### config.mk
export PLATFORM = sky130hd
export DESIGN_NAME = dac_ctrl_bank
export DESIGN_NICKNAME = d
export VERILOG_FILES = /design/src/rtl/dcb_pkg.sv /design/src/rtl/dcb_sync.sv /design/src/rtl/dcb_shift.sv /design/src/rtl/dcb_bank.sv /design/src/rtl/dac_ctrl_bank.sv
export SDC_FILE = /design/constraint.sdc
export NUM_CORES = 1
export LEC_CHECK = 0
export CAP_MARGIN = 20
export CORE_MARGIN = 3
export CORE_UTILIZATION = 62
export DETAILED_ROUTE_END_ITERATION = 10
export DONT_BUFFER_PORTS = 1
export GPL_ROUTABILITY_DRIVEN = 0
export HOLD_SLACK_MARGIN = 0.05
export PLACE_DENSITY = 0.78
export SKIP_LAST_GASP = 1
export SYNTH_ARGS = -nofsm -noshare
export SYNTH_HDL_FRONTEND = slang
export SYNTH_HIERARCHICAL = 1
export SYNTH_SLANG_ARGS = --single-unit
### constraint.sdc
create_clock -name clk -period 2.3 [get_ports clk]
set_input_delay 0.115 -clock clk [delete_from_list [all_inputs] [get_ports clk]]
set_output_delay 0.115 -clock clk [all_outputs]
set_load 0.01 [all_outputs]
### src/rtl/dcb_pkg.sv
package dcb_pkg;
  localparam int unsigned CODE_W = 4;
  localparam logic [CODE_W-1:0] OP_NOP      = 4'b0000;
  localparam logic [CODE_W-1:0] OP_STAGE_A  = 4'b0001;
  localparam logic [CODE_W-1:0] OP_STAGE_B  = 4'b0010;
  localparam logic [CODE_W-1:0] OP_COMMIT   = 4'b1000;
  localparam logic [CODE_W-1:0] OP_A_COMMIT = 4'b1001;
  localparam logic [CODE_W-1:0] OP_B_COMMIT = 4'b1010;
  localparam logic [CODE_W-1:0] OP_WAKE     = 4'b1101;
  localparam logic [CODE_W-1:0] OP_SLEEP    = 4'b1110;
  localparam logic [CODE_W-1:0] OP_BOTH     = 4'b1111;
endpackage

### src/rtl/dcb_sync.sv
module dcb_sync #(
  parameter int unsigned N      = 3,
  parameter int unsigned STAGES = 2,
  parameter logic [N-1:0] RST_VAL = '0
) (
  input  logic         clk,
  input  logic         rst_n,
  input  logic [N-1:0] d_in,
  output logic [N-1:0] q_out
);
  logic [N-1:0] stg [STAGES];

  always_ff @(posedge clk or negedge rst_n) begin
    if (!rst_n) stg[0] <= RST_VAL;
    else        stg[0] <= d_in;
  end

  for (genvar g = 1; g < STAGES; g++) begin : g_stage
    always_ff @(posedge clk or negedge rst_n) begin
      if (!rst_n) stg[g] <= RST_VAL;
      else        stg[g] <= stg[g-1];
    end
  end

  assign q_out = stg[STAGES-1];
endmodule

### src/rtl/dcb_shift.sv
module dcb_shift #(
  parameter int unsigned WORD_W = 16,
  parameter int unsigned KEEP_W = 14
) (
  input  logic              clk,
  input  logic              rst_n,
  input  logic              sck_s,
  input  logic              sdi_s,
  input  logic              csn_s,
  output logic [KEEP_W-1:0] word_o,
  output logic              strobe_o
);
  localparam int unsigned CNT_W = $clog2(WORD_W);

  logic              sck_d, csn_d, armed;
  logic [CNT_W-1:0]  cnt;
  logic [WORD_W-2:0] shreg;
  logic [WORD_W-1:0] next_word;

  assign next_word = {shreg, sdi_s};

  always_ff @(posedge clk or negedge rst_n) begin
    if (!rst_n) begin
      sck_d    <= 1'b0;
      csn_d    <= 1'b1;
      armed    <= 1'b0;
      cnt      <= '0;
      shreg    <= '0;
      word_o   <= '0;
      strobe_o <= 1'b0;
    end else begin
      sck_d    <= sck_s;
      csn_d    <= csn_s;
      strobe_o <= 1'b0;
      if (csn_d && !csn_s) begin
        armed <= 1'b1;
        cnt   <= '0;
      end else if (csn_s) begin
        armed <= 1'b0;
      end else if (armed && sck_s && !sck_d) begin
        shreg <= next_word[WORD_W-2:0];
        cnt   <= cnt + 1'b1;
        if (cnt == CNT_W'(WORD_W-1)) begin
          word_o   <= next_word[WORD_W-1 -: KEEP_W];
          strobe_o <= 1'b1;
          armed    <= 1'b0;
        end
      end
    end
  end
endmodule

### src/rtl/dcb_bank.sv
module dcb_bank
  import dcb_pkg::*;
#(
  parameter int unsigned DW = 10,
  parameter logic [DW-1:0] RST_A = 10'b1110101111,
  parameter logic [DW-1:0] RST_B = 10'b0000101000
) (
  input  logic              clk,
  input  logic              rst_n,
  input  logic              strobe,
  input  logic [CODE_W-1:0] code,
  input  logic [DW-1:0]     data,
  output logic [DW-1:0]     dac_a,
  output logic [DW-1:0]     dac_b,
  output logic              asleep
);
  logic [DW-1:0] stage_a, stage_b;

  always_ff @(posedge clk or negedge rst_n) begin
    if (!rst_n) begin
      stage_a <= RST_A;
      stage_b <= RST_B;
      dac_a   <= RST_A;
      dac_b   <= RST_B;
      asleep  <= 1'b0;
    end else if (strobe) begin
      case (code)
        OP_STAGE_A: stage_a <= data;
        OP_STAGE_B: stage_b <= data;
        OP_COMMIT: begin
          dac_a  <= stage_a;
          dac_b  <= stage_b;
          asleep <= 1'b0;
        end
        OP_A_COMMIT: begin
          stage_a <= data;
          dac_a   <= data;
          dac_b   <= stage_b;
          asleep  <= 1'b0;
        end
        OP_B_COMMIT: begin
          stage_b <= data;
          dac_b   <= data;
          dac_a   <= stage_a;
          asleep  <= 1'b0;
        end
        OP_WAKE:  asleep <= 1'b0;
        OP_SLEEP: asleep <= 1'b1;
        OP_BOTH: begin
          stage_a <= data;
          stage_b <= data;
          dac_a   <= data;
          dac_b   <= data;
          asleep  <= 1'b0;
        end
        default: ;
      endcase
    end
  end
endmodule

### src/rtl/dac_ctrl_bank.sv
module dac_ctrl_bank
  import dcb_pkg::*;
#(
  parameter int unsigned DW          = 10,
  parameter int unsigned WORD_W      = 16,
  parameter int unsigned SYNC_STAGES = 2,
  parameter logic [DW-1:0] RST_A = 10'b1110101111,
  parameter logic [DW-1:0] RST_B = 10'b0000101000
) (
  input  logic          clk,
  input  logic          rst_n,
  input  logic          sclk,
  input  logic          sdata,
  input  logic          cs_n,
  output logic [DW-1:0] dac_a,
  output logic [DW-1:0] dac_b,
  output logic          asleep
);
  localparam int unsigned KEEP_W = CODE_W + DW;

  logic [2:0]          pins_s;
  logic [KEEP_W-1:0]   cmd_word;
  logic                cmd_vld;
  logic [CODE_W-1:0]   cmd_code;
  logic [DW-1:0]       cmd_data;

  dcb_sync #(.N(3), .STAGES(SYNC_STAGES), .RST_VAL(3'b100)) u_sync (
    .clk   (clk),
    .rst_n (rst_n),
    .d_in  ({cs_n, sdata, sclk}),
    .q_out (pins_s)
  );

  dcb_shift #(.WORD_W(WORD_W), .KEEP_W(KEEP_W)) u_shift (
    .clk      (clk),
    .rst_n    (rst_n),
    .sck_s    (pins_s[0]),
    .sdi_s    (pins_s[1]),
    .csn_s    (pins_s[2]),
    .word_o   (cmd_word),
    .strobe_o (cmd_vld)
  );

  assign cmd_code = cmd_word[KEEP_W-1 -: CODE_W];
  assign cmd_data = cmd_word[DW-1:0];

  dcb_bank #(.DW(DW), .RST_A(RST_A), .RST_B(RST_B)) u_bank (
    .clk    (clk),
    .rst_n  (rst_n),
    .strobe (cmd_vld),
    .code   (cmd_code),
    .data   (cmd_data),
    .dac_a  (dac_a),
    .dac_b  (dac_b),
    .asleep (asleep)
  );
endmodule

==> impl_metrics.toml, run 1 <==
[sta]
finalHoldViolCount = 0
max_slew.worst_pin.slew_ns = 0.690
slew_headroom = 0.539
setup-violations-final = 0
finalCritPeriodShare = 0.841
rsz0062_at_grt = "no"
finalWorstPathRequiredPeriod_ns = 1.93
clock_skew_ns = 0.0108
final_setup_slack_of_the_worst_path_ns = 0.366
achievable-frequency_mhz = 517
timing_max_transition_violations_final = 0
hold-worst-slack_ns = 0.320
totalNegativeSetupSlack_ns = 0

[clocking]
maximum_clock_insertion_buffer_count = 2
post_cts.resized_instances = 0
cts.reportedPaths.clkPinSlew_ns = 0.08
cts.sink_count = 84
worstSkewPairLatency_ns = 0.35
cts_tree = "yes"
cts-root-buf = "clkbuf_8"
ctsHtreeMaxLevel = 3
cts-buffers-inserted = 9

[floorplanning]
dieWidth_um = 82.6
die_h_um = 82.6
floorplan.rows = 27
floorplan.die_area_um2 = 6820
io-pin-count = 26
core_area_um2 = 5610
floorplan.initialDensity = 0.649

[worst_hold_path]
whs_endpoint = "u_sync/stg[5]"
min_path_type = "in2reg"
timing.hold.worst.start = "cs_n"
worst_hold_path.num_cells = 1

[final_layout]
layout.cells.most_common = "dfrtp_1"
area_growth_syn_to_layout_pct = 9.08
number_of_standard_cells_in_the_final_layout_excluding_fillers = 357
postLayoutCellArea_um2 = 3970
n_antenna_cell = 0
final_layout_size_suffix_gt1_frac = 0.354
layout.core_utilization = 0.708
total_number_of_nets_in_the_final_design = 286
final_cell_mix = "61 x dfrtp_1, 40 x a31oi_1, 39 x mux2_2, 24 x o21ai_0"

[synthesis]
synth-async-reset-ratio = 1.00
synth-seq-area-share = 0.586
primary_ff_master_synth = "dfrtp_1"
synth.area.top_cells = "dfrtp_1 42%, dfstp_2 17%, mux2_2 12%, a31oi_1 6.9%, mux2_4 3.7%"
mappedNetlistArea_um2 = 3640
synth_edf_count = 0
synthDominantCellAreaShare = 0.420
post_synth.cell_area_avg_um2 = 13.0
synth_cell_types = 40
ys.warnings.count = 6
post_synth_inst_count = 279
dominant_cell_type_by_area_after_synthesis = "dfrtp_1"
synth.net_count = 285
synth-seq-cells = 84

[routing]
detail_route.drc_violations = 0
routed_via_density = 6.46
via_count = 2305
total_routed_length_um = 6750
drt-pass1-iter-count = 5
post_drt_wl_per_cell_um = 18.9
drt.antenna.violating_nets = 0
initialDrtViolationCount = 239

[power_and_ir_drop]
power_density_nw_per_um2 = 727
irDropWorstVdd_mv = 0.491
total_power_mw = 2.89
clock_share_of_power = 0.440
power.leakage_nw = 1.71
power.share.combinational = 0.028
switching_share = 0.206
cellInternalPower_mw = 2.29
p_seq_frac = 0.532
net-switching-power_mw = 0.595

[critical_path]
data_arrival_time_at_the_worst_slack_endpoint_ns = 2.17
critical-path-top-delay-family = "compound AO/OA/AOI/OAI gates"
cp_slowest_stage_delay_ns = 0.64
r2r_slack_ns = 0.37
critical_path.slowest_cell = "a211oi_4"
crit_path_capture_type = "flop"
maximum_fanout_encountered_on_the_critical_timing_path = 11
crit-reg2reg-capture = "u_bank/stage_a[6]"
timing.critical_path.from_type = "flop"
critical_path_data_required_time_ns = 2.54
worstSetupPathType = "reg2reg"
critPathBufInv = 0
timing.reg2reg.worst_path_depth = 3
crit_path_start = "u_shift/word_o[11]"
reg2reg_from = "u_shift/word_o[11]"
crit_path_cell_trace = "nand2_2, a211oi_4, mux2_2"

[global_route]
gr-usage-all-layers = 0.221
grt_pass1_vias = 2261
grt_start_max_net_pins = 85
grt_pass1_wl_um = 11200
antenna_found_initial = 0
grt_total_ovfl = 0

[placed_design]
dp.cells = 336
dpl_cell_area_um2 = 3650
port-buffer-count = 0
preCtsSetupSlack_ns = 0.394
dp_hpwl_um = 4340

[flow_run]
timing.max_cap.violations = 0

[outcome]
run_status = "finished, final reports clean"
cell families after synthesis:
| group | Yosys count | share of synthesized area |
|---|---|---|
| adders and majority gates | 1 | 0.00344 |
| DFF | 84 | 0.586 |
| AOI/OAI and AO/OA | 72 | 0.125 |
| xor gates and xnor gates | 5 | 0.0120 |
| buffers and inverters | 22 | 0.0361 |
| muxes | 50 | 0.164 |
| and+or+nand+nor | 45 | 0.0743 |
registers in the layout, summed over array words and instances (netlist names):
| signal | cells |
|---|---|
| u_bank/asleep | 1 |
| u_sync/q_out | 3 |
| u_bank/stage_b | 10 |
| u_shift/word_o | 14 |
| u_shift/armed | 1 |
| u_shift/csn_d | 1 |
| u_shift/strobe_o | 1 |
| u_shift/cnt | 4 |
| u_shift/shreg | 15 |
| u_bank/dac_b | 10 |
| u_bank/stage_a | 10 |
| u_sync/stg | 3 |
| u_shift/sck_d | 1 |
| u_bank/dac_a | 10 |
power by group through the flow:
stage | combinational [mW] | sequential (mW) | clock (mW)
finish | 0.0798 | 1.54 | 1.27
global route | 0.0920 | 1.54 | 1.37
CTS | 0.0825 | 1.54 | 1.30
detailed placement | 0.0430 | 1.56 | 0
global placement | 0.0388 | 1.56 | 0
floorplan | 0.0409 | 1.56 | 0
routing by layer:
metal	track usage	vias to the layer above	part of all wire
met5	0	-	0
met4	0.116	0	0.017
met3	0.0629	13	0.057
met2	0.337	96	0.48
met1	0.289	1159	0.44
li1	-	1037	-
cell type report:
| cell class | instances | area, µm² |
|---|---|---|
| Timing Repair Buffer | 11 | 113 |
| Sequential cell | 84 | 2130 |
| Clock buffer | 12 | 178 |
| Clock inverter | 4 | 77.6 |
| Multi-Input combinational cell | 173 | 1380 |
| Fill cell | 364 | 1640 |
| Tap cell | 72 | 90.1 |
| Inverter | 1 | 3.75 |
worst max-delay path by stage:
stage                              endpoint  cells after the start  slack [ns]
final                     u_bank/stage_a[6]                      3        0.37
after global routing       u_shift/shreg[5]                      3        0.26
after CTS                 u_bank/stage_a[6]                      3        0.38
after detailed placement  u_shift/word_o[7]                      4        0.39
after global placement    u_bank/stage_a[4]                      3        0.41
after floorplan           u_shift/word_o[0]                      6        0.61
cells in the mapped netlist, drive strengths merged (2+ instances only):
cell / count
xor2: 3
dfstp: 23
a31oi: 40
and2: 3
a21oi: 2
nand2: 7
nand3: 23
nand2b: 3
o21ai: 24
dfrtp: 61
clkbuf: 8
mux2: 49
xnor2: 2
buf: 13
timing repair:
| action | 4_1_cts | 5_1_grt |
|---|---|---|
| endpoints found under the hold margin | 87 | 0 |
| setup buffers | 0 | 0 |
| hold buffers | 5 | 0 |
No activity file was read; power rests on OpenSTA's default activity.
==> run 2, diff against run 1 <==
Clock period 2.3 ns to 1.82 ns, I/O delays scaled along.
==> run 2 against run 1 <==
Compared with the run above:
- the run now ends with negative hold slack left
- clock power about the same
- register-to-register slack worse by 0.22 ns
- hold slack got worse by 0.89 ns
- core utilization is 0.29 points lower
- global-route usage is 1.5 points lower
- wire length fell by 5.7%
- via count fell by 2.7%
- critical path type unchanged
- non-clock buffer count rose by 4
- clock skew down 0.0017 ns
- sequential share of layout area up 0.22 points
- worst setup slack lost 0.22 ns
==> impl_metrics.toml, run 2 (same netlist as run 1, synthesis figures left out) <==
[critical_path]
timing.critical_path.from_type = "flop"
crit_path_cell_trace = "or2_4, a21oi_4, mux2_2"
crit_path_capture_type = "flop"
data_arrival_time_at_the_worst_slack_endpoint_ns = 1.91
critical_path.slowest_cell = "dfrtp_1"
critPathBufInv = 0
critical_path_data_required_time_ns = 2.05
critical-path-top-delay-family = "flip-flops"
cp_slowest_stage_delay_ns = 0.54
crit_path_start = "u_shift/word_o[10]"
reg2reg_from = "u_shift/word_o[10]"
maximum_fanout_encountered_on_the_critical_timing_path = 11
worstSetupPathType = "reg2reg"

[final_layout]
final_cell_mix = "61 x dfrtp_1, 40 x a31oi_1, 39 x mux2_2, 24 x o21ai_0"
n_antenna_cell = 0
largest_register_ff_count = 15
layout.cells.most_common = "dfrtp_1"
reg.largest.list = "u_shift/shreg x15, u_shift/word_o x14"
final_layout_size_suffix_gt1_frac = 0.377
total_number_of_nets_in_the_final_design = 290
area_growth_syn_to_layout_pct = 8.63
register_name_with_the_most_flops = "u_shift/shreg"

[floorplanning]
floorplan.initialDensity = 0.649
die_h_um = 82.6
floorplan.die_area_um2 = 6820
io-pin-count = 26
core_area_um2 = 5610
dieWidth_um = 82.6
floorplan.rows = 27

[routing]
top_layer_reached_by_signal_wires = "met4"
drt.antenna.violating_nets = 0
via_count = 2242
initialDrtViolationCount = 157
routed-wl-met3_um = 273
wl_met2_um = 3080
met1Wirelength_um = 2930
post_drt_wl_per_cell_um = 17.6
drt-pass1-iter-count = 4
detail_route.drc_violations = 0
routed_via_density = 6.21
total_routed_length_um = 6370

[global_route]
grt_pass1_wl_um = 10400
grt_total_ovfl = 0
antenna_found_initial = 0
grt_pass1_vias = 2103
grt_start_max_net_pins = 85
gr-usage-all-layers = 0.207

[sta]
rsz0062_at_grt = "no"
finalCritPeriodShare = 0.920
setup-violations-final = 0
clock_skew_ns = 0.00911
max_slew.worst_pin.slew_ns = 0.427
achievable-frequency_mhz = 597
hold-worst-slack_ns = -0.568
timing_max_transition_violations_final = 0
final_setup_slack_of_the_worst_path_ns = 0.146
finalWorstPathRequiredPeriod_ns = 1.67
finalHoldViolCount = 84
totalNegativeSetupSlack_ns = 0
slew_headroom = 0.714

[outcome]
failed_checks = "negative hold slack"
run_status = "complete, but fails checks"

[placed_design]
port-buffer-count = 0
dp_hpwl_um = 4300
preCtsSetupSlack_ns = 0.0703

[clocking]
cts-root-buf = "clkbuf_8"
ctsHtreeMaxLevel = 3
worstSkewPairLatency_ns = 0.35
cts_tree = "yes"
cts-hold-fix-buffers = 3
cts.sink_count = 84
cts-buffers-inserted = 9
maximum_clock_insertion_buffer_count = 2
cts_setup_buffers = 0
cts.reportedPaths.clkPinSlew_ns = 0.08

[flow_run]
timing.max_cap.violations = 0

[power_and_ir_drop]
power_density_nw_per_um2 = 822
power.leakage_nw = 1.69
irDropWorstVdd_mv = 0.551

[worst_hold_path]
min_path_type = "in2async"
-- run 2: cell types whose count changed in the layout (fill, tap and decap cells not counted), sizes merged --
cell and delta:
dlygate4sd3 -1, bufinv -2, clkinvlp +2, buf +5
-- run 2: final cells by class --
class / instances / area, µm²
clock buffers: 12 / 165
multi-input cells: 173 / 1390
fillers: 396 / 1660
inverters: 1 / 3.75
clock inverters: 4 / 32.5
flip-flops and latches: 84 / 2130
well taps: 72 / 90.1
repair buffers: 15 / 145
-- run 2: timing repair --
action,in CTS,in global routing
resized for setup,0,2
setup endpoints to repair,0,18
endpoints found under the hold margin,87,84
-- run 2: power by group --
part	switching [mW]	leakage (nW)	internal, mW
sequential	0.0326	1.07	1.91
clock	0.638	0.0948	0.612
combinational	0.0219	0.524	0.0359
-- run 2: stage by stage --
stage,hold WS [ns],instance area (µm²),cells,utilization,power (mW)
floorplan,-0.205,3640,279,-,2.02
global placement,-0.203,3720,342,0.663,2.02
detailed placement,-0.203,3720,342,0.663,2.03
CTS,-0.588,3940,361,0.703,3.29
global route,-0.596,3950,361,0.705,3.38
finish,-0.568,3950,361,0.705,3.25
-- run 2: worst paths after layout --
| path | slack [ns] | to | cells past startpoint |
|---|---|---|---|
| worst max-delay path | 0.15 | u_bank/stage_b[7] | 3 |
| worst min-delay path | -0.57 | u_shift/cnt[3] | 0 |
| worst max register to register | 0.15 | u_bank/stage_b[7] | 3 |
| worst min register to register | 0.36 | u_sync/q_out[1] | 0 |
| max in group asynchronous | 2.15 | u_sync/q_out[2] | 0 |
| min in group clk | 0.28 | u_sync/stg[5] | 1 |
-- run 2: per-layer routing --
| metal | vias up | global-route usage |
|---|---|---|
| met4 | 0 | 0.0882 |
| met5 | - | 0 |
| met3 | 7 | 0.0575 |
| li1 | 1042 | - |
| met2 | 50 | 0.318 |
| met1 | 1143 | 0.275 |
